File: config.mk
export PLATFORM = sky130hd
export DESIGN_NAME = burst_seq_gen
export DESIGN_NICKNAME = d
export VERILOG_FILES = /design/src/rtl/burst_seq_pkg.sv /design/src/rtl/burst_base_reg.sv /design/src/rtl/burst_beat_ctr.sv /design/src/rtl/burst_order_map.sv /design/src/rtl/burst_seq_gen.sv
export SDC_FILE = /design/constraint.sdc
export NUM_CORES = 1
export LEC_CHECK = 0
export ABC_AREA = 1
export BUFFER_PORTS_ARGS = -buffer_cell sky130_fd_sc_hd__buf_2
export CAP_MARGIN = 0
export CORE_AREA = 8 8 45 47
export CTS_CLUSTER_DIAMETER = 200
export DETAILED_ROUTE_END_ITERATION = 16
export DIE_AREA = 0 0 53 55
export PLACE_DENSITY_LB_ADDON = 0.08
export SLEW_MARGIN = 30
export SYNTH_ARGS = -nofsm -noshare
export SYNTH_HDL_FRONTEND = slang
export SYNTH_HIERARCHICAL = 1
export SYNTH_SLANG_ARGS = --single-unit
File: constraint.sdc
create_clock -name clk -period 1.1 [get_ports clk]
set_clock_uncertainty 0.1 [all_clocks]
set_input_delay 0.11 -clock clk [delete_from_list [all_inputs] [get_ports clk]]
set_output_delay 0.11 -clock clk [all_outputs]
set_load 0.01 [all_outputs]
File: src/rtl/burst_seq_pkg.sv
package burst_seq_pkg;
   // Selection of the beat order built into the mapper
   localparam int ORD_RUNTIME    = 0;   // mode pin chooses
   localparam int ORD_LINEAR     = 1;   // fixed linear
   localparam int ORD_INTERLEAVE = 2;   // fixed interleaved

   typedef enum logic {
      SEQ_LINEAR     = 1'b0,
      SEQ_INTERLEAVE = 1'b1
   } seq_mode_e;

   // Resolve the active order from the build option and the pin
   function automatic seq_mode_e resolve_mode(input int sel, input logic pin);
      if (sel == ORD_LINEAR)
         return SEQ_LINEAR;
      else if (sel == ORD_INTERLEAVE)
         return SEQ_INTERLEAVE;
      else
         return pin ? SEQ_INTERLEAVE : SEQ_LINEAR;
   endfunction
endpackage

File: src/rtl/burst_base_reg.sv
module burst_base_reg #(
   parameter int LSB_W = 2
) (
   input  logic             clk,
   input  logic             rst_n,
   input  logic             load_i,
   input  logic [LSB_W-1:0] start_i,
   output logic [LSB_W-1:0] base_o
);
   initial begin
      assert (LSB_W >= 1) else $fatal(1, "burst_base_reg: LSB_W must be positive");
   end

   always_ff @(posedge clk or negedge rst_n) begin
      if (!rst_n)
         base_o <= '0;
      else if (load_i)
         base_o <= start_i;
   end
endmodule

File: src/rtl/burst_beat_ctr.sv
module burst_beat_ctr #(
   parameter int LSB_W = 2
) (
   input  logic             clk,
   input  logic             rst_n,
   input  logic             load_i,
   input  logic             adv_i,
   output logic [LSB_W-1:0] beat_o,
   output logic             wrap_o
);
   localparam logic [LSB_W-1:0] LAST_BEAT = {LSB_W{1'b1}};

   logic last_step;

   initial begin
      assert (LSB_W >= 1) else $fatal(1, "burst_beat_ctr: LSB_W must be positive");
   end

   assign last_step = adv_i && (beat_o == LAST_BEAT);

   // A load has priority over an advance on the same edge
   always_ff @(posedge clk or negedge rst_n) begin
      if (!rst_n) begin
         beat_o <= '0;
         wrap_o <= 1'b0;
      end else if (load_i) begin
         beat_o <= '0;
         wrap_o <= 1'b0;
      end else if (adv_i) begin
         beat_o <= beat_o + 1'b1;
         if (last_step)
            wrap_o <= 1'b1;
      end
   end
endmodule

File: src/rtl/burst_order_map.sv
module burst_order_map
   import burst_seq_pkg::*;
#(
   parameter int LSB_W     = 2,
   parameter int ORDER_SEL = ORD_RUNTIME
) (
   input  logic             mode_i,
   input  logic [LSB_W-1:0] base_i,
   input  logic [LSB_W-1:0] beat_i,
   output logic [LSB_W-1:0] addr_o
);
   initial begin
      assert (ORDER_SEL >= ORD_RUNTIME && ORDER_SEL <= ORD_INTERLEAVE)
         else $fatal(1, "burst_order_map: bad ORDER_SEL");
   end

   generate
      if (ORDER_SEL == ORD_RUNTIME) begin : g_runtime
         seq_mode_e eff;
         always_comb begin
            eff = resolve_mode(ORDER_SEL, mode_i);
            if (eff == SEQ_INTERLEAVE)
               addr_o = base_i ^ beat_i;
            else
               addr_o = base_i + beat_i;
         end
      end else if (ORDER_SEL == ORD_LINEAR) begin : g_linear
         logic unused_mode;
         assign unused_mode = mode_i;
         assign addr_o = base_i + beat_i;
      end else begin : g_interleave
         logic unused_mode;
         assign unused_mode = mode_i;
         assign addr_o = base_i ^ beat_i;
      end
   endgenerate
endmodule

File: src/rtl/burst_seq_gen.sv
module burst_seq_gen
   import burst_seq_pkg::*;
#(
   parameter int LSB_W     = 2,
   parameter int ORDER_SEL = ORD_RUNTIME
) (
   input  logic             clk,
   input  logic             rst_n,
   input  logic             strobe_cpu_i,
   input  logic             strobe_ctl_i,
   input  logic             adv_i,
   input  logic             mode_i,
   input  logic [LSB_W-1:0] start_lsb_i,
   output logic [LSB_W-1:0] lsb_o,
   output logic             wrapped_o
);
   logic             load;
   logic [LSB_W-1:0] base;
   logic [LSB_W-1:0] beat;

   initial begin
      assert (LSB_W >= 1 && LSB_W <= 4)
         else $fatal(1, "burst_seq_gen: LSB_W must be 1..4");
   end

   assign load = strobe_cpu_i | strobe_ctl_i;

   burst_base_reg #(.LSB_W(LSB_W)) u_base (
      .clk    (clk),
      .rst_n  (rst_n),
      .load_i (load),
      .start_i(start_lsb_i),
      .base_o (base)
   );

   burst_beat_ctr #(.LSB_W(LSB_W)) u_ctr (
      .clk    (clk),
      .rst_n  (rst_n),
      .load_i (load),
      .adv_i  (adv_i),
      .beat_o (beat),
      .wrap_o (wrapped_o)
   );

   burst_order_map #(.LSB_W(LSB_W), .ORDER_SEL(ORDER_SEL)) u_map (
      .mode_i (mode_i),
      .base_i (base),
      .beat_i (beat),
      .addr_o (lsb_o)
   );
endmodule

## Word-level counts from Yosys, hierarchy flattened

Cells that the tools add are included.
Widths: inputs -> output; s select.

- $add $sub $neg: 2
- Equal/unequal tests: 1
- Mux-type cells: 7
- Bitwise logic cells: 2
- Reduce and logical (&&, ||, !) cells: 4

Operators by type and width:

| cell | number |
|---|---|
| $mux 2 | 3 |
| $mux 1 | 4 |
| $reduce_bool 2->1 | 2 |
| $add 2x1->2 const B | 1 |
| $add 2x2->2 | 1 |
| $eq 2x2->1 const B | 1 |
| $reduce_and 2->1 | 1 |
| $xor 2x2->2 | 1 |
| $logic_and 1x1->1 | 1 |
| $or 1x1->1 | 1 |

- Bits in registers: 5
- Input port bits: 8
- Output and inout port bits: 3
- Word-level logic and storage cells: 19

## Longest topological paths before layout

Gate-level depths: netlist of run 1.

- Depth after elaboration: 5
- Depth in mapped cells: 6
- Gate-level depth less buffers: 6

## Hierarchy

The synthesis of run 1 kept the hierarchy.

Modules (own cells, without submodules):

| module | instances | cells an instance | area an instance (um^2) | sequential area each (um^2) |
|---|---|---|---|---|
| burst_beat_ctr | 1 | 16 | 138.9 | 75.1 |
| burst_base_reg | 1 | 9 | 76.3 | 50.0 |
| burst_order_map | 1 | 15 | 67.6 | 0.0 |
| burst_seq_gen | 1 | 3 | 11.3 | 0.0 |

## Worst setup path after synthesis of run 1

OpenSTA, ideal clock, no wires.

- Kind: reg-to-output
- Start point: register u_ctr.beat_o[0]
- End point: output lsb_o[1]
- Arrival time: 0.828 ns
- Data required time: 0.890 ns
- Path slack: 0.062 ns
- Stages on the path, launching flop included: 7
- Buffers on the path: 0
- Cell sequence: dfrtp_1 ha_1 inv_1 nor2_1 nand3_1 nand2_1 inv_1

- Longest elaborated chain between the ends: 2

Ends and longest elaborated chain:

| what | RTL line | source |
|---|---|---|
| start: declaration | burst_beat_ctr.sv:8 | `output logic [LSB_W-1:0] beat_o,` |
| start signal: assignment | burst_beat_ctr.sv:30 | `beat_o <= beat_o + 1'b1;` |
| $add 2x2->2 | burst_order_map.sv:25 | `addr_o = base_i + beat_i;` |
| $mux 2 | burst_order_map.sv:22 | `if (eff == SEQ_INTERLEAVE)` |
| end: declaration | burst_seq_gen.sv:14 | `output logic [LSB_W-1:0] lsb_o,` |

Every way passes these cells.

## Final worst setup path of run 1

- Start point: register u_base.base_o[0]
- End point: output lsb_o[1]

- Longest elaborated chain between the ends: 2

Ends and longest elaborated chain:

| what | RTL line | source |
|---|---|---|
| start: declaration | burst_base_reg.sv:8 | `output logic [LSB_W-1:0] base_o` |
| start signal: assignment | burst_base_reg.sv:18 | `base_o <= start_i;` |
| $add 2x2->2 | burst_order_map.sv:25 |  |
| $mux 2 | burst_order_map.sv:22 |  |

Every way passes these cells.

==> summary.md, run 1 <==
| Metric | Value |
|---|---|
| Synthesized area per cell | `6.838 sq um` |
| IO buf count | `10` |
| Worst min-delay path class | `in2reg` |
| Die X | `53 um` |
| Full die area | `2915 sq um` |
| First-pass DRT Iterations | `4` |
| Global-route wire length before repair | `1235 um` |
| Pwr per Cell Area | `1104 nW/um^2` |
| Setup CP Type | `reg2out` |
| Setup TNS | `-0.4559 ns` |
| Max Clock Freq | `0.7280 GHz` |
| Antenna violations before repair | `0` |
| Max cap viols | `0` |
| Mapped Cells | `43` |
| CP Max Fanout | `2` |
| Seq/Total Area, Yosys | `0.4255` |
| FP Rows | `14` |
| P&R area growth vs syn | `58.30%` |
| Overall global routing resource usage | `0.06089` |
| Top cells by area, synth | `dfrtp_1 (43%), nand2_1 (23%), inv_1 (13%)` |
| Worst-skew pair later-pin latency | `0.24 ns` |
| Post-Route WL | `726 um` |
| CTS Buf Count | `3` |
| Yosys top cell area share | `0.4255` |
| Clk slew on worst S/H paths | `0.04 ns` |
| Worst hold slack | `0.05459 ns` |
| Slew @ Worst Pin | `0.2305 ns` |
| Status | `finished with violations` |
| Pleak | `0.2677 nW` |
| Initial Utilization | `0.2125` |
| Nets | `73` |
| Fin crit share | `1.249` |
| Mapped Area | `294.0 sq um` |
| Worst Setup Start Kind | `flip-flop` |
| Slew margin rel. | `0.8459` |
| WP data arrival | `1.16 ns` |
| Die height | `55 um` |
| CTS H-tree depth | `1` |
| Power consumption | `513.7 uW` |
| Initial DRC count | `5` |
| RSZ-0062 raised after global routing | `true` |
| Via density | `4.051` |
| Final setup fails | `3` |
| Sinks on Clock Net | `5` |
| Setup slack after layout | `-0.2737 ns` |
| CP Capture Type | `primary output` |
| GPL Wtd Cong | `0.6295` |
| Max-slew violations | `0` |
| Yosys reg bits | `5` |
| Reg-to-Reg End | `u_ctr/beat_o[1]` |
| Reg2Reg Launch Point | `u_ctr/beat_o[0]` |
| Yosys top cell by area | `dfrtp_1` |
| Post-placement cell area | `379.1 sq um` |
| Core ar. | `1384 sq um` |
| Via Count | `316` |
| R2R Setup Slk | `-0.06 ns` |
| Critical Path End | `lsb_o[1]` |
| Crit. Startpoint | `u_base/base_o[0]` |
| Ant diodes | `0` |
| Final instance area | `465.4 sq um` |
| Synth Warn # | `6` |
| DRC Markers | `0` |
| Final min period | `1.374 ns` |
| Antenna violation net count after detailed routing | `0` |
| Layout cells sized above 1 | `0.3226` |
| Clock buffer depth | `2` |
| R2R cell count | `4` |
| Vias in the first global route | `287` |
| Final hold viol count | `0` |
| Crit path required time | `0.89 ns` |
| Net Count, Synth | `53` |
| Synth cell types | `7` |
| End-of-flow core utilization | `0.3363` |
| Clock Tree Root | `clkbuf_4` |
| I/O Pins | `11` |
| Failing checks | `setup timing` |
| Pin count of the biggest net entering global routing | `7` |
| Post-DP HPWL | `557.7 um` |
| Avg WL per Cell | `9.308 um` |
| Max VDD drop | `0.5198 mV` |
| TritonCTS clock tree | `yes` |
| Remaining global-route overflow | `0` |
-- state kept, by name (all words and copies together), names as in the netlist --
name,flops
u_ctr/wrap_o,1
u_ctr/beat_o,2
u_base/base_o,2
-- critical path, cell delays in order, from the launching register on --
cell and delay (ns):
dfrtp_1 0.40, ha_4 0.18, nand2_1 0.06, nand3_1 0.07, nand2_1 0.07, inv_1 0.04
buf_6 0.11
-- Yosys cell counts --
library cell,n
nor2_1,4
inv_1,10
dfrtp_1,5
ha_1,2
nand3_1,3
a21oi_2,1
nand2_1,18
-- per-stage QoR --
step,setup WS [ns],cells
CTS,-0.3075,78
global route,-0.3818,78
floorplan,0.06228,43
detailed placement,-0.05121,71
finish,-0.2737,78
global placement,-0.06239,71
-- repair_timing --
action                                  CTS  global route
resized for setup                         4             3
endpoints found under the setup margin    3             5
setup buffers                             0             0
hold endpoints to repair                  7             0
pin swaps                                 1             0
hold buffers                              3             0
-- metal layers --
layer | track usage | routed length, um
met5 | 0 | 0
met4 | 0.02586 | 0
met3 | 0.04545 | 55
met2 | 0.09375 | 356
met1 | 0.06144 | 314
-- layout make-up --
type,instances,area (sq um)
flip-flops and latches,5,125.1
repair buffers,15,107.6
clock buffers,4,26.28
inverters,10,37.54
fillers,158,918.4
multi-input cells,28,148.9
well taps,16,20.02
-- cell families after synthesis --
group,synth area share
AO/OA/AOI/OAI,0.02979
AND/OR/NAND/NOR,0.3319
buffers and inverters,0.1277
adder cells (fa/ha/maj),0.08509
flip-flops,0.4255
-- how the worst min path moves through the flow --
| stage | cells after the start | from | slack, ns | end |
|---|---|---|---|---|
| 2_1_floorplan | 0 | rst_n | -0.29 | u_base/base_o[0] |
| 4_1_cts | 3 | adv_i | 0.05 | u_ctr/wrap_o |
| 3_3_place_gp | 1 | rst_n | -0.17 | u_ctr/wrap_o |
| 3_5_place_dp | 1 | rst_n | -0.17 | u_ctr/wrap_o |
| 6_report | 3 | adv_i | 0.05 | u_ctr/beat_o[0] |
| 5_1_grt | 3 | adv_i | 0.07 | u_ctr/wrap_o |
-- report_power, final --
group	internal [mW]	total (mW)	switching, mW
registers	0.193	0.202	0.00903
clock network	0.137	0.214	0.0763
logic	0.0537	0.0980	0.0443
-- placed cells by master (no fill, tap or decap), drive strengths merged --
cell type     n
inv          10
dfrtp         5
dlygate4sd3   3
nand3         3
clkbuf        4
a21oi         1
nand2        18
buf          12
nor2          4
ha            2
Note: power is estimated with default switching activity, not from simulation.
==> inputs of run 2 (changes only) <==
--- a/config.mk
+++ b/config.mk
@@ -12,9 +12,9 @@
 export CTS_CLUSTER_DIAMETER = 200
 export DETAILED_ROUTE_END_ITERATION = 16
 export DIE_AREA = 0 0 53 55
+export HOLD_SLACK_MARGIN = 0.08
 export PLACE_DENSITY_LB_ADDON = 0.08
 export SLEW_MARGIN = 30
 export SYNTH_ARGS = -nofsm -noshare
 export SYNTH_HDL_FRONTEND = slang
-export SYNTH_HIERARCHICAL = 1
 export SYNTH_SLANG_ARGS = --single-unit
==> run 2 against run 1 <==
Effect of this change: the flow still finishes with violations (setup timing); first-iteration DRC count fell by 100%; sequential share of layout area fell by 1.1 points; clock-buffer cell count did not move; setup slack got worse by 0.0093 ns; fmax fell by 0.67%; hold slack improved by 0.035 ns; total power rose by 2.2%; via count fell by 9.2%; largest cell class unchanged.
==> summary.md, run 2 <==
| Metric | Value |
|---|---|
| DRC Markers | `0 (unchanged)` |
| R2R Setup Slk | `-0.23 ns (-0.17 ns)` |
| Worst min-delay path class | `in2reg` |
| IO buf count | `10 (unchanged)` |
| Sinks on Clock Net | `5 (unchanged)` |
| Crit path max-delay family | `flip-flops` |
| Setup CP Type | `reg2out` |
| TritonCTS clock tree | `yes` |
| Hold path start | `adv_i` |
| Global-route wire length before repair | `1262 um (+2.2%)` |
| Avg WL per Cell | `9.421 um (+1.2%)` |
| Max-slew violations | `0 (unchanged)` |
| Via Count | `287 (-9.2%)` |
| Synthesized area per cell | `7.575 sq um (+11%)` |
| Post-Route WL | `716 um (-1.4%)` |
| Reg2Reg Launch Point | `u_ctr.beat_o[0]` |
| Initial Utilization | `0.2025 (-0.009946)` |
| CP Capture Type | `primary output` |
| Remaining global-route overflow | `0 (unchanged)` |
| P&R area growth vs syn | `75.00%` |
| Final setup fails | `5 (+2)` |
| Clock buffer depth | `2 (unchanged)` |
| Pleak | `0.2747 nW (+2.6%)` |
| CP cell instances | `ha_4 -> nand2_2 -> nand3_1 -> nand2_1 -> inv_1 -> buf_2` |
| CTS Buf Count | `3 (unchanged)` |
| Mapped Area | `280.3 sq um (-4.7%)` |
| Max VDD drop | `0.4861 mV (-6.5%)` |
| Synth Warn # | `0 (-6)` |
| Setup TNS | `-0.9477 ns (-0.4918 ns)` |
| Layout cells sized above 1 | `0.4333 (+0.1108)` |
| Final min period | `1.383 ns (+0.009282 ns)` |
| I/O Pins | `11 (unchanged)` |
| Net Count, Synth | `47 (-11%)` |
| Slew @ Worst Pin | `0.1736 ns (-0.05692 ns)` |
| Largest registers | `u_base.base_o x2, u_ctr.beat_o x2, u_ctr.wrap_o x1` |
| Fin cells | `76 (-2.6%)` |
| Placed cells | `65 (-8.5%)` |
| Failing checks | `setup timing` |
| FP Rows | `14 (unchanged)` |
| End-of-flow core utilization | `0.3544 (+0.01808)` |
| Post-DP HPWL | `552.1 um (-1.0%)` |
| Worst hold slack | `0.08926 ns (+0.03467 ns)` |
| Synth cell types | `11 (+4)` |
| R2R cell count | `5 (+1)` |
| Crit path required time | `0.89 ns (about the same)` |
| Top cells by area, synth | `dfrtp_1 (45%), nand2_1 (15%), inv_1 (11%)` |
| Initial DRC count | `0 (-5)` |
| Mapped Cells | `37 (-14%)` |
| Final instance area | `490.5 sq um (+5.4%)` |
| Via density | `3.776 (-6.8%)` |
| Worst Setup Start Kind | `flip-flop` |
| Post-placement cell area | `365.4 sq um (-3.6%)` |
| Slowest-stage cell, CP | `dfrtp_2` |
| Setup slack after layout | `-0.2830 ns (-0.009282 ns)` |
| Post-synth EDFFs | `0 (unchanged)` |
| Crit path largest cell delay | `0.43 ns (+0.03 ns)` |
| Status | `finished with violations` |
| WP data arrival | `1.17 ns (about the same)` |
| Worst-skew pair later-pin latency | `0.24 ns (about the same)` |
| Synth top cells by count | `nand2_1 (11), inv_1 (8), dfrtp_1 (5)` |
| Ant diodes | `0 (unchanged)` |
| Die X | `53 um (unchanged)` |
| Nets | `71 (-2.7%)` |
| Die height | `55 um (unchanged)` |
| Asr flop ratio synth | `1.000 (unchanged)` |
| Yosys reg bits | `5 (unchanged)` |
| Fin crit share | `1.257 (+0.008438)` |
| Most frequent cell after synthesis | `nand2_1` |
| Reg-to-Reg End | `u_ctr.beat_o[1]` |
| Seq/Total Area, Yosys | `0.4464 (+0.02090)` |
| Min-Delay Endpoint | `u_ctr.beat_o[1]` |
| Overall global routing resource usage | `0.05976 (-0.001130)` |
| Pin count of the biggest net entering global routing | `6 (-1)` |
| Max Clock Freq | `0.7231 GHz (-0.67%)` |
| Commonest cells after routing, fill and taps aside | `nand2_1 (10), buf_2 (9), inv_1 (7)` |
| CP Max Fanout | `2 (unchanged)` |
| First-pass DRT Iterations | `1 (-3)` |
| Worst hold stages | `3 (unchanged)` |
| Vias in the first global route | `317 (+10%)` |
| Pwr per Cell Area | `1070 nW/um^2 (-3.0%)` |
| Final hold viol count | `0 (unchanged)` |
| Antenna violation net count after detailed routing | `0 (unchanged)` |
| Most common cell after layout, fill and taps aside | `nand2_1` |
| CP bufs+invs | `2 (unchanged)` |
| Clk slew on worst S/H paths | `0.04 ns (about the same)` |
| Crit. Startpoint | `u_ctr.beat_o[0]` |
| Max cap viols | `0 (unchanged)` |
| Antenna violations before repair | `0 (unchanged)` |
| Core ar. | `1384 sq um (unchanged)` |
| Main flop type after synthesis | `dfrtp_1` |
| Yosys top cell by area | `dfrtp_1` |
| CTS H-tree depth | `1 (unchanged)` |
| GPL Wtd Cong | `0.7019 (+12%)` |
| Full die area | `2915 sq um (unchanged)` |
| RSZ-0062 raised after global routing | `true` |
| Clock Tree Root | `clkbuf_4` |
| Slew margin rel. | `0.8841 (+0.03819)` |
| Yosys top cell area share | `0.4464 (+0.02090)` |
-- run 2: final cells by class --
cell class	count	area [sq um]
Multi-Input combinational cell	24	150.1
Timing Repair Buffer	19	137.6
Clock buffer	4	26.28
Tap cell	16	20.02
Fill cell	155	893.4
Inverter	8	30.03
Sequential cell	5	126.4
-- run 2: per-stage QoR --
step | worst slack, ns | total power [mW]
finish | -0.2830 | 0.5250
global route | -0.3771 | 0.5663
CTS | -0.3065 | 0.5364
detailed placement | -0.08278 | 0.2794
global placement | -0.04999 | 0.2773
floorplan | 0.03606 | 0.2402
-- run 2: cell families (layout without fill, tap and decap cells) --
kind of cell,count (synthesis),count (layout),share of synthesized area
buffers and inverters,8,31,0.1071
DFF,5,5,0.4464
AOI/OAI and AO/OA,3,3,0.06694
and+or+nand+nor,18,18,0.2589
adders and majority gates,2,2,0.08927
xor gates and xnor gates,1,1,0.03126
-- run 2: layer usage --
layer | global-route usage | vias to the layer above | routed length (um)
met5 | 0 | - | 0
met4 | 0.05172 | 0 | 0
met3 | 0.02139 | 0 | 42
met2 | 0.1016 | 6 | 358
met1 | 0.05675 | 124 | 316
li1 | - | 157 | -
-- run 2: how the worst max path moves through the flow --
stage / endpoint / cells after the start / slack, ns
after floorplan: u_ctr.beat_o[1] / 3 / 0.04
after global placement: lsb_o[1] / 6 / -0.05
after detailed placement: lsb_o[1] / 6 / -0.08
after CTS: lsb_o[1] / 7 / -0.31
after global routing: lsb_o[1] / 7 / -0.38
final: lsb_o[1] / 6 / -0.28
-- run 2: what timing repair did --
| item | 4_1_cts | 5_1_grt |
|---|---|---|
| buffers inserted | 2 | 1 |
| hold buffers | 4 | 0 |
| pin swaps | 2 | 3 |
| endpoints found under the hold margin | 8 | 0 |
| gates resized for setup | 6 | 4 |
| endpoints found under the setup margin | 4 | 5 |
-- run 2: where the power goes --
group	internal [mW]	switching (mW)	total, mW	leakage, nW
registers	0.194	0.00847	0.202	0.0637
logic	0.0668	0.0478	0.115	0.196
clock network	0.137	0.0713	0.208	0.0150
-- run 2: worst register-to-register path, stage by stage, from the launching register on --
cell	delay, ns
dfrtp_2	0.43
buf_4	0.14
buf_6	0.10
ha_1	0.27
a21oi_1	0.12
nor2_1	0.05
